===== src/rtl/pwm_pkg.sv =====
package pwm_pkg;
  localparam int NUM_PRS = 3;
  localparam int CPRS_W  = 16;
  localparam int CTR_W   = 8;
  localparam int DUTY_W  = 8;
  localparam int ADDR_W  = 8;
  localparam int DATA_W  = 8;
  localparam int SEL_W   = 2;

  localparam logic [ADDR_W-1:0] A_CTRL   = 8'h00;
  localparam logic [ADDR_W-1:0] A_SRC    = 8'h01;
  localparam logic [ADDR_W-1:0] A_GATE   = 8'h02;
  localparam logic [ADDR_W-1:0] A_POL    = 8'h03;
  localparam logic [ADDR_W-1:0] A_OD     = 8'h04;
  localparam logic [ADDR_W-1:0] A_CHSEL  = 8'h08;
  localparam logic [ADDR_W-1:0] A_PRS    = 8'h10;
  localparam logic [ADDR_W-1:0] A_T0HI   = 8'h13;
  localparam logic [ADDR_W-1:0] A_DUTY   = 8'h20;

  typedef struct packed {
    logic [CPRS_W-1:0] cprs;
    logic [CTR_W-1:0]  ctr;
  } prs_cfg_t;

  // Address of byte k (0 low, 1 high, 2 cycle timer) of timebase p
  function automatic logic [ADDR_W-1:0] prs_addr(input int p, input int k);
    return A_PRS + ADDR_W'(4 * p + k);
  endfunction

  // Bit offset of a channel's select field inside its shared byte
  function automatic int sel_shift(input int ch);
    return (ch % 4) * SEL_W;
  endfunction

  function automatic logic sel_valid(input logic [SEL_W-1:0] s);
    return s < SEL_W'(NUM_PRS);
  endfunction

  function automatic logic duty_active(input logic [CTR_W-1:0] cnt,
                                       input logic [DUTY_W-1:0] duty);
    return cnt < duty;
  endfunction
endpackage


===== src/rtl/pwm_regs.sv =====
module pwm_regs
  import pwm_pkg::*;
#(
  parameter int NUM_CH = 8
) (
  input  logic                             clk,
  input  logic                             rst_n,
  input  logic                             wr_en,
  input  logic [ADDR_W-1:0]                addr,
  input  logic [DATA_W-1:0]                wdata,
  output logic [DATA_W-1:0]                rdata,
  output logic                             run,
  output logic [NUM_PRS-1:0]               src_fast,
  output logic [NUM_CH-1:0]                gate,
  output logic [NUM_CH-1:0]                pol,
  output logic [NUM_CH-1:0]                od,
  output logic [NUM_CH-1:0][SEL_W-1:0]     chsel,
  output prs_cfg_t [NUM_PRS-1:0]           prs_cfg,
  output logic [NUM_CH-1:0][DUTY_W-1:0]    duty
);
  localparam int SEL_BYTES = (NUM_CH + 3) / 4;

  logic                          run_q;
  logic [NUM_PRS-1:0]            src_q;
  logic [NUM_CH-1:0]             gate_q, pol_q, od_q;
  logic [NUM_CH-1:0][SEL_W-1:0]  chsel_q;
  logic [NUM_PRS-1:0][CPRS_W-1:0] cprs_q;
  logic [NUM_PRS-1:0][CTR_W-1:0] ctr_q;
  logic [NUM_CH-1:0][DUTY_W-1:0] duty_q;
  logic [DATA_W-1:0]             rd_mux;

  always_ff @(posedge clk) begin
    if (!rst_n) begin
      run_q   <= 1'b0;
      src_q   <= '0;
      gate_q  <= '1;
      pol_q   <= '0;
      od_q    <= '0;
      chsel_q <= '0;
      cprs_q  <= '0;
      ctr_q   <= '0;
      duty_q  <= '0;
    end else if (wr_en) begin
      case (addr)
        A_CTRL:  run_q  <= wdata[0];
        A_SRC:   src_q  <= wdata[NUM_PRS-1:0];
        A_GATE:  gate_q <= wdata[NUM_CH-1:0];
        A_POL:   pol_q  <= wdata[NUM_CH-1:0];
        A_OD:    od_q   <= wdata[NUM_CH-1:0];
        default: ;
      endcase
      for (int p = 0; p < NUM_PRS; p++) begin
        if (addr == prs_addr(p, 0)) cprs_q[p][7:0]  <= wdata;
        if (addr == prs_addr(p, 1)) cprs_q[p][15:8] <= wdata;
        if (addr == prs_addr(p, 2)) ctr_q[p]        <= wdata;
      end
      for (int c = 0; c < NUM_CH; c++) begin
        if (addr == A_DUTY + ADDR_W'(c)) duty_q[c] <= wdata;
        if (addr == A_CHSEL + ADDR_W'(c / 4))
          chsel_q[c] <= wdata[sel_shift(c) +: SEL_W];
      end
    end
  end

  always_comb begin
    rd_mux = '0;
    case (addr)
      A_CTRL:  rd_mux[0]            = run_q;
      A_SRC:   rd_mux[NUM_PRS-1:0]  = src_q;
      A_GATE:  rd_mux[NUM_CH-1:0]   = gate_q;
      A_POL:   rd_mux[NUM_CH-1:0]   = pol_q;
      A_OD:    rd_mux[NUM_CH-1:0]   = od_q;
      default: ;
    endcase
    for (int p = 0; p < NUM_PRS; p++) begin
      if (addr == prs_addr(p, 0)) rd_mux = cprs_q[p][7:0];
      if (addr == prs_addr(p, 1)) rd_mux = cprs_q[p][15:8];
      if (addr == prs_addr(p, 2)) rd_mux = ctr_q[p];
    end
    for (int b = 0; b < SEL_BYTES; b++) begin
      if (addr == A_CHSEL + ADDR_W'(b)) begin
        for (int c = b * 4; c < NUM_CH && c < b * 4 + 4; c++)
          rd_mux[sel_shift(c) +: SEL_W] = chsel_q[c];
      end
    end
    for (int c = 0; c < NUM_CH; c++) begin
      if (addr == A_DUTY + ADDR_W'(c)) rd_mux = duty_q[c];
    end
    if (addr == A_T0HI) rd_mux = '0;
  end

  always_ff @(posedge clk) begin
    if (!rst_n) rdata <= '0;
    else        rdata <= rd_mux;
  end

  assign run      = run_q;
  assign src_fast = src_q;
  assign gate     = gate_q;
  assign pol      = pol_q;
  assign od       = od_q;
  assign chsel    = chsel_q;
  assign duty     = duty_q;

  for (genvar p = 0; p < NUM_PRS; p++) begin : g_cfg
    assign prs_cfg[p].cprs = cprs_q[p];
    assign prs_cfg[p].ctr  = ctr_q[p];
  end

  AST_T0HI_READS_ZERO: assert property (@(posedge clk) disable iff (!rst_n)
    $past(addr) == A_T0HI |-> rdata == '0);
  AST_GATE_RESET_SET: assert property (@(posedge clk) disable iff (!rst_n)
    $rose(rst_n) |-> gate == '1);
endmodule


===== src/rtl/pwm_timebase.sv =====
module pwm_timebase
  import pwm_pkg::*;
#(
  parameter int PRE_W = CPRS_W,
  parameter int CYC_W = CTR_W
) (
  input  logic             clk,
  input  logic             rst_n,
  input  logic             run,
  input  logic             tick,
  input  logic [PRE_W-1:0] cprs_reg,
  input  logic [CYC_W-1:0] ctr_reg,
  output logic [CYC_W-1:0] cnt_o,
  output logic             load_o
);
  logic [PRE_W-1:0] pre_q, cprs_a;
  logic [CYC_W-1:0] cyc_q, ctr_a;
  logic             step, pre_wrap, period_end;

  assign step       = run & tick;
  assign pre_wrap   = step && (pre_q == cprs_a);
  assign period_end = pre_wrap && (cyc_q == ctr_a);

  always_ff @(posedge clk) begin
    if (!rst_n) begin
      pre_q  <= '0;
      cyc_q  <= '0;
      cprs_a <= '0;
      ctr_a  <= '0;
    end else if (!run) begin
      pre_q  <= '0;
      cyc_q  <= '0;
      cprs_a <= cprs_reg;
      ctr_a  <= ctr_reg;
    end else if (step) begin
      if (pre_wrap) begin
        pre_q <= '0;
        if (period_end) begin
          cyc_q  <= '0;
          cprs_a <= cprs_reg;
          ctr_a  <= ctr_reg;
        end else begin
          cyc_q <= cyc_q + 1'b1;
        end
      end else begin
        pre_q <= pre_q + 1'b1;
      end
    end
  end

  assign cnt_o  = cyc_q;
  assign load_o = period_end | ~run;

  AST_CYC_IN_RANGE: assert property (@(posedge clk) disable iff (!rst_n)
    cyc_q <= ctr_a);
  AST_PRE_IN_RANGE: assert property (@(posedge clk) disable iff (!rst_n)
    pre_q <= cprs_a);
  AST_WRAP_TO_ZERO: assert property (@(posedge clk) disable iff (!rst_n)
    period_end |=> cyc_q == '0 && pre_q == '0);
  AST_SHADOW_HELD: assert property (@(posedge clk) disable iff (!rst_n)
    run && !period_end |=> $stable(ctr_a) && $stable(cprs_a));
  AST_IDLE_NO_COUNT: assert property (@(posedge clk) disable iff (!rst_n)
    !run |=> cyc_q == '0);
endmodule


===== src/rtl/pwm_channel.sv =====
module pwm_channel
  import pwm_pkg::*;
(
  input  logic                             clk,
  input  logic                             rst_n,
  input  logic                             run,
  input  logic                             gate,
  input  logic                             pol,
  input  logic                             od,
  input  logic [SEL_W-1:0]                 sel,
  input  logic [DUTY_W-1:0]                duty_reg,
  input  logic [NUM_PRS-1:0][CTR_W-1:0]    cnt_all,
  input  logic [NUM_PRS-1:0]               load_all,
  output logic                             pwm_o,
  output logic                             oe_o
);
  logic [DUTY_W-1:0] duty_sh;
  logic [CTR_W-1:0]  cur_cnt;
  logic              load_sel, sel_ok, active, level;

  assign sel_ok = sel_valid(sel);

  always_comb begin
    cur_cnt  = '0;
    load_sel = 1'b1;
    for (int p = 0; p < NUM_PRS; p++) begin
      if (sel == SEL_W'(p)) begin
        cur_cnt  = cnt_all[p];
        load_sel = load_all[p];
      end
    end
  end

  always_ff @(posedge clk) begin
    if (!rst_n)        duty_sh <= '0;
    else if (load_sel) duty_sh <= duty_reg;
  end

  assign active = run & ~gate & sel_ok & duty_active(cur_cnt, duty_sh);
  assign level  = active ^ pol;
  assign pwm_o  = level;
  assign oe_o   = od ? ~level : 1'b1;

  AST_OD_RELEASE_HIGH: assert property (@(posedge clk) disable iff (!rst_n)
    od && pwm_o |-> !oe_o);
  AST_PUSH_PULL_DRIVES: assert property (@(posedge clk) disable iff (!rst_n)
    !od |-> oe_o);
  AST_GATED_IDLE: assert property (@(posedge clk) disable iff (!rst_n)
    gate |-> pwm_o == pol);
  AST_ZERO_DUTY_IDLE: assert property (@(posedge clk) disable iff (!rst_n)
    duty_sh == '0 |-> pwm_o == pol);
  AST_NO_SEL_IDLE: assert property (@(posedge clk) disable iff (!rst_n)
    !sel_ok |-> pwm_o == pol);
  AST_DUTY_HELD: assert property (@(posedge clk) disable iff (!rst_n)
    sel_ok && !load_sel |=> $stable(duty_sh));
endmodule


===== src/rtl/pwm_multi_ch.sv =====
module pwm_multi_ch
  import pwm_pkg::*;
#(
  parameter int NUM_CH = 8
) (
  input  logic              clk,
  input  logic              rst_n,
  input  logic              fast_tick,
  input  logic              slow_tick,
  input  logic              wr_en,
  input  logic [7:0]        addr,
  input  logic [7:0]        wdata,
  output logic [7:0]        rdata,
  output logic [NUM_CH-1:0] pwm_out,
  output logic [NUM_CH-1:0] pwm_oe
);
  logic                          run;
  logic [NUM_PRS-1:0]            src_fast;
  logic [NUM_CH-1:0]             gate, pol, od;
  logic [NUM_CH-1:0][SEL_W-1:0]  chsel;
  prs_cfg_t [NUM_PRS-1:0]        prs_cfg;
  logic [NUM_CH-1:0][DUTY_W-1:0] duty;
  logic [NUM_PRS-1:0][CTR_W-1:0] cnt_all;
  logic [NUM_PRS-1:0]            load_all;

  pwm_regs #(.NUM_CH(NUM_CH)) u_regs (
    .clk      (clk),
    .rst_n    (rst_n),
    .wr_en    (wr_en),
    .addr     (addr),
    .wdata    (wdata),
    .rdata    (rdata),
    .run      (run),
    .src_fast (src_fast),
    .gate     (gate),
    .pol      (pol),
    .od       (od),
    .chsel    (chsel),
    .prs_cfg  (prs_cfg),
    .duty     (duty)
  );

  for (genvar p = 0; p < NUM_PRS; p++) begin : g_tb
    logic tick_p;
    assign tick_p = src_fast[p] ? fast_tick : slow_tick;
    pwm_timebase #(.PRE_W(CPRS_W), .CYC_W(CTR_W)) u_timebase (
      .clk      (clk),
      .rst_n    (rst_n),
      .run      (run),
      .tick     (tick_p),
      .cprs_reg (prs_cfg[p].cprs),
      .ctr_reg  (prs_cfg[p].ctr),
      .cnt_o    (cnt_all[p]),
      .load_o   (load_all[p])
    );
  end

  for (genvar c = 0; c < NUM_CH; c++) begin : g_ch
    pwm_channel u_channel (
      .clk      (clk),
      .rst_n    (rst_n),
      .run      (run),
      .gate     (gate[c]),
      .pol      (pol[c]),
      .od       (od[c]),
      .sel      (chsel[c]),
      .duty_reg (duty[c]),
      .cnt_all  (cnt_all),
      .load_all (load_all),
      .pwm_o    (pwm_out[c]),
      .oe_o     (pwm_oe[c])
    );
  end

  AST_STOPPED_IDLE: assert property (@(posedge clk) disable iff (!rst_n)
    !run |-> pwm_out == pol);
  AST_RESET_OUTPUTS: assert property (@(posedge clk) disable iff (!rst_n)
    $rose(rst_n) |-> pwm_out == '0 && pwm_oe == '1);
endmodule


===== config.mk =====
export PLATFORM = sky130hd
export DESIGN_NAME = pwm_multi_ch
export DESIGN_NICKNAME = d
export VERILOG_FILES = /design/src/rtl/pwm_pkg.sv /design/src/rtl/pwm_regs.sv /design/src/rtl/pwm_timebase.sv /design/src/rtl/pwm_channel.sv /design/src/rtl/pwm_multi_ch.sv
export SDC_FILE = /design/constraint.sdc
export NUM_CORES = 1
export LEC_CHECK = 0
export ABC_AREA = 1
export BUFFER_PORTS_ARGS = -buffer_cell sky130_fd_sc_hd__buf_4
export CAP_MARGIN = 20
export CORE_UTILIZATION = 40
export CTS_CLUSTER_SIZE = 8
export DETAILED_ROUTE_END_ITERATION = 16
export RECOVER_POWER = 25
export SYNTH_ARGS = -nofsm -noshare
export SYNTH_HDL_FRONTEND = slang
export SYNTH_SLANG_ARGS = --single-unit

===== constraint.sdc =====
create_clock -name clk -period 7.16 [get_ports clk]
set_clock_uncertainty 0.1 [all_clocks]
set_input_delay 1.074 -clock clk [delete_from_list [all_inputs] [get_ports clk]]
set_output_delay 1.074 -clock clk [all_outputs]
set_load 0.03 [all_outputs]

==> impl_metrics.tcl, run 1 <==
set metrics [dict create \
    root_buffer "clkbuf_16" \
    p_per_area_mw_per_mm2 214.7 \
    core-area_mm2 0.04905 \
    seq_area_frac_synth_pct 39.81 \
    endpoint_kind "flip-flop" \
    cts_tree "done" \
    power.leakage_nw 8.134 \
    slew_viol_final 219 \
    cp_slowest_cell "clkinvlp_2" \
    yosys_warnings 0 \
    whs_endpoint "g_tb[2].u_timebase.cprs_a[15]" \
    hold_start "u_regs.prs_cfg[71]" \
    first_global_vias 17720 \
    hold_depth 2 \
    num_rows 81 \
    tightest_slew_ns 3.952 \
    synth_area_mm2 0.01991 \
    max_freq_mhz 188.0 \
    cpMostUsedCell "o21ai_0" \
    die_width_um 225.1 \
    diodes 0 \
    async_flop_share_pct 0 \
    ant_nets 0 \
    numClockSinks 396 \
    peakVddDrop_mv 0.1757 \
    syn_to_final_growth_pct 9.500 \
    finalCritPeriodShare_pct 74.29 \
    vias 19050 \
    first_pass_iters 8 \
    dp_hpwl_mm 48.68 \
    final.min_clock_period_ns 5.319 \
    r2r_slack_ns 1.84 \
    crit_chain "clkinvlp_2 -> nor2_1 -> inv_2 -> nor4_2 -> nand3_2 -> o21ai_2 -> o21ai_0 -> nand3_1 -> o21ai_0 -> a21oi_1" \
    syn_inst 2740 \
    grt.overflow.total 0 \
    gp_congestion 1.026 \
    hold_viol_final 0 \
    die_y_um 225.1 \
    cts_resized 0 \
    rr_startpoint "u_regs.run" \
    yosys.cell_types.count 56 \
    rsz0062_at_grt "no" \
    grt_use_total_pct 27.31 \
    r2r_cells 10 \
    setup-violations-final 0 \
    cts_hold_buf 0 \
    cts_buffers 55 \
    postCtsSetupBuffers 0 \
    hold_path.class "flip-flop to flip-flop" \
    clk_pin_slew_worst_paths_ns 0.05 \
    critPathMaxFanout 16 \
    drt-initial-drc-count 2212 \
    slew_headroom_pct -163.5 \
    critical_path_required_ns 7.59 \
    final_common_cell "dfxtp_1" \
    outcome "complete, but fails checks" \
    slowest_delay_ns 1.08 \
    clk_latency_ns 0.62 \
    synth-seq-cells 396 \
    synthesis.nets 2823 \
    drt-total-wl_mm 69.48 \
    grt_max_degree 219 \
    vias_per_cell 5.647 \
    drive_gt1_share_pct 6.423 \
    rr_endpoint "g_ch[4].u_channel.duty_sh[1]" \
    portBuffers 44 \
    grt_pass1_wl_mm 106.0 \
    cp.arrival_ns 5.75 \
    clock_path_buffers 3 \
    ios 45 \
    ys.flop_type "dfxtp_1" \
    cap_violations 1 \
    nets 2787 \
    start_util_pct 40.60 \
    mostFrequentLayoutCells "dfxtp_1 (396), a21oi_1 (384), nand2_1 (331)" \
    p_total_mw 4.682 \
    worstSetupStartpointType "flip-flop" \
    synth.avg_cell_area_um2 7.268 \
    setup_tns_ns 0 \
    largest_reg_flops 72 \
    avgRoutedWirePerCell_um 20.60 \
    antenna_found_initial 3 \
    failed_checks "capacitance limit, slew limit" \
    dieArea_mm2 0.05068 \
    path_class "flip-flop to flip-flop" \
    synth_edf_count 0 \
    drc_errors 0 \
    h-tree-depth 2 \
]
## critical path, delay by kind of cell (launching register included)
family | cells | cell delay, ns
flops | 1 | 0.94
buf+inv | 2 | 1.22
simple gates | 4 | 1.68
compound gates | 4 | 1.28
## worst max-delay path by stage
stage | start | endpoint | slack, ns | depth (start not counted)
global route | u_regs.run | g_ch[4].u_channel.duty_sh[2] | 1.54 | 10
floorplan | u_regs.chsel[3] | pwm_oe[1] | 3.68 | 12
finish | u_regs.run | g_ch[4].u_channel.duty_sh[1] | 1.84 | 10
global placement | u_regs.chsel[3] | pwm_oe[1] | 2.88 | 12
detailed placement | u_regs.chsel[3] | pwm_oe[1] | 2.85 | 12
CTS | u_regs.chsel[3] | pwm_oe[1] | 2.21 | 12
## per-layer routing
metal  up-vias  GRT usage, %  part of all wire [%]
li1       9142             -                     -
met1      8829         35.85                    42
met2       859         42.71                    44
met3       217         5.176                   8.7
met4         0         13.76                   5.2
met5         -             0                     0
## power by group
group | leakage (nW) | total (mW) | switching [mW] | internal [mW]
combinational | 4.24 | 0.161 | 0.120 | 0.0408
clock | 0.703 | 2.30 | 0.954 | 1.35
sequential | 3.19 | 2.22 | 0.00364 | 2.21
## cell type report
type / count / area [um2]
well taps: 664 / 830.8
inverters: 349 / 1311
repair buffers: 51 / 346.6
flip-flops and latches: 396 / 7928
clock inverters: 3 / 47.55
clock buffers: 59 / 1391
multi-input cells: 1851 / 9951
fillers: 4975 / 27250
## cells in the mapped netlist (17+ instances only)
library cell / instances / area (um2)
o211ai_1: 18 / 135.1
nand3_1: 88 / 440.4
buf_4: 19 / 142.6
o21ai_0: 298 / 1491
o21ai_1: 18 / 90.09
dfxtp_1: 396 / 7928
nand4_1: 54 / 337.8
nor3_1: 40 / 200.2
ha_1: 62 / 775.7
clkbuf_1: 103 / 386.6
xor2_1: 33 / 289.0
inv_1: 315 / 1182
nor3b_1: 24 / 180.2
nor2_1: 292 / 1096
a21oi_1: 384 / 1922
a221oi_1: 57 / 499.2
clkinv_1: 17 / 63.81
xnor2_1: 22 / 192.7
nand2_1: 330 / 1239
## logic make-up after synthesis
family	share of synthesized area, %
simple gates	20.81
fa+ha+maj	3.895
mux	0.05027
compound gates	22.92
buf+inv	10.10
xor+xnor	2.419
flops	39.81
## stage by stage
stage / worst slack, ns / hold slack (ns) / area, um2 / util (%) / instances
after detailed placement: 2.845 / 0.3649 / 20450 / 41.68 / 3311
final: 1.841 / 0.3645 / 21810 / 44.45 / 3373
after CTS: 2.205 / 0.3610 / 21880 / 44.62 / 3373
after global routing: 1.544 / 0.3786 / 21810 / 44.45 / 3373
after floorplan: 3.684 / 0.3304 / 19910 / - / 2740
after global placement: 2.877 / 0.3573 / 20450 / 41.68 / 3311
Power figures use the tool's default switching activity.
==> run 2: changes to the inputs <==
==> constraint.sdc (replaced) <==
create_clock -name clk -period 5.6 [get_ports clk]
set_clock_uncertainty 0.1 [all_clocks]
set_input_delay 0.84 -clock clk [delete_from_list [all_inputs] [get_ports clk]]
set_output_delay 0.84 -clock clk [all_outputs]
set_load 0.03 [all_outputs]
==> run 2 against run 1 <==
Against the previous run:
- the run still ends with capacitance limit, slew limit left
- worst hold slack barely moved
- combinational power rose by 29%
- global-route usage decreased by 0.22 points
- sequential cell count unchanged
- sequential power is 27% higher
==> impl_metrics.tcl, run 2 (synthesis gave the netlist of run 1 again) <==
set metrics [dict create \
    drt-initial-drc-count 1782 \
    cp_top_family "compound AO/OA/AOI/OAI gates" \
    dp_hpwl_mm 48.58 \
    dieArea_mm2 0.05068 \
    p_per_area_mw_per_mm2 276.7 \
    drt-total-wl_mm 69.40 \
    crit_chain "clkinv_1 -> nor2_1 -> a221oi_1 -> ha_1 -> o21a_1 -> o211ai_1 -> nand2_1 -> a41oi_1 -> o2111ai_1 -> xor2_1 -> nand2_1 -> buf_4" \
    final_common_cell "dfxtp_1" \
    mostFrequentLayoutCells "dfxtp_1 (396), a21oi_1 (384), nand2_1 (331)" \
    start_util_pct 40.60 \
    cap_violations 1 \
    cts_buffers 55 \
    antenna_found_initial 2 \
    largest_reg_flops 72 \
    slew_headroom_pct -159.3 \
    core-area_mm2 0.04905 \
    path_class "flip-flop to output port" \
    drc_errors 0 \
    critPathLaunch "u_regs.chsel[3]" \
    failed_checks "capacitance limit, slew limit" \
    slowest_delay_ns 0.54 \
    use_met2_pct 42.01 \
    hold_viol_final 0 \
    r2r_slack_ns 1.05 \
    p_total_mw 6.050 \
    worstSetupStartpointType "flip-flop" \
    rsz0062_at_grt "no" \
    peakVddDrop_mv 0.2234 \
    final.min_clock_period_ns 4.807 \
    max_freq_mhz 208.0 \
    finalCritPeriodShare_pct 85.83 \
    avgRoutedWirePerCell_um 20.57 \
    critPathBufInv 2 \
    grt_pass1_wl_mm 104.9 \
    tightest_slew_ns 3.890 \
    syn_to_final_growth_pct 9.783 \
    clk_latency_ns 0.62 \
    drive_gt1_share_pct 6.605 \
    cts_resized 0 \
    first_global_vias 17670 \
    clock_path_buffers 3 \
    setup-violations-final 0 \
    numClockSinks 396 \
    vias_per_cell 5.627 \
    cp.arrival_ns 3.87 \
    cts_hold_buf 0 \
    critical_path_required_ns 4.66 \
    ant_nets 0 \
    cp_slowest_cell "nor2_1" \
    setup_tns_ns 0 \
    regArea_mm2 0.007928 \
    postCtsSetupBuffers 0 \
    grt_max_degree 220 \
    root_buffer "clkbuf_16" \
    portBuffers 44 \
    ios 45 \
    num_rows 81 \
    rr_startpoint "u_regs.run" \
    gp_congestion 1.057 \
    clk_pin_slew_worst_paths_ns 0.05 \
    hold_path.class "flip-flop to flip-flop" \
    outcome "complete, but fails checks" \
    grt_use_total_pct 27.09 \
    busiest_layer "met2" \
    grtUsageMet3_pct 4.681 \
    h-tree-depth 2 \
    hold_start "u_regs.duty[17]" \
    grt.overflow.total 0 \
    critPathMaxFanout 10 \
    die_y_um 225.1 \
    die_width_um 225.1 \
    cts_tree "done" \
    power.leakage_nw 8.167 \
    grt_use_met1_pct 36.03 \
    cpMostUsedCell "nand2_1" \
    vias 18990 \
    slew_viol_final 220 \
    multi_input_area_mm2 0.009958 \
    first_pass_iters 8 \
    endpoint_kind "output port" \
    diodes 0 \
    nets 2789 \
    fillers 5120 \
]
==> run 2: worst min-delay path, stage by stage, from the launching register on <==
cell     delay (ns)
dfxtp_1        0.30
inv_1          0.06
a21oi_1        0.05
==> run 2: power by group <==
group	internal (mW)	total (mW)	switching, mW
Sequential	2.83	2.83	0.00457
Combinational	0.0522	0.208	0.155
Clock	1.79	3.01	1.22
Total	4.67	6.05	1.38
==> run 2: worst paths after layout <==
kind,cells past startpoint,to
hold reg to reg,2,g_ch[2].u_channel.duty_sh[1]
setup / recovery,12,pwm_oe[1]
setup reg to reg,11,g_ch[4].u_channel.duty_sh[6]
hold / removal,2,g_ch[2].u_channel.duty_sh[1]
==> run 2: area by class of cell <==
| type | count | area share (%) |
|---|---|---|
| clock buffers | 60 | 6.622 |
| clock inverters | 1 | 0.09157 |
| inverters | 349 | 6.004 |
| multi-input cells | 1851 | 45.55 |
| flip-flops and latches | 396 | 36.26 |
| well taps | 664 | 3.800 |
| repair buffers | 53 | 1.671 |
==> run 2: metal layers <==
layer | up-vias | wire [um] | share of wire (%)
met5 | - | 0 | 0
met1 | 8764 | 30080 | 43
met4 | 0 | 3611 | 5.2
li1 | 9152 | - | -
met2 | 841 | 30080 | 43
met3 | 230 | 5622 | 8.1
==> run 2: stage by stage <==
stage | utilization, % | setup WS (ns) | std cells | area [um2] | hold WS (ns)
floorplan | - | 2.358 | 2740 | 19910 | 0.3304
finish | 44.57 | 0.7933 | 3374 | 21860 | 0.3646
detailed placement | 41.71 | 1.532 | 3313 | 20460 | 0.3630
global route | 44.57 | 0.5135 | 3374 | 21860 | 0.3863
CTS | 44.70 | 0.8746 | 3374 | 21930 | 0.3708
global placement | 41.71 | 1.564 | 3313 | 20460 | 0.3584
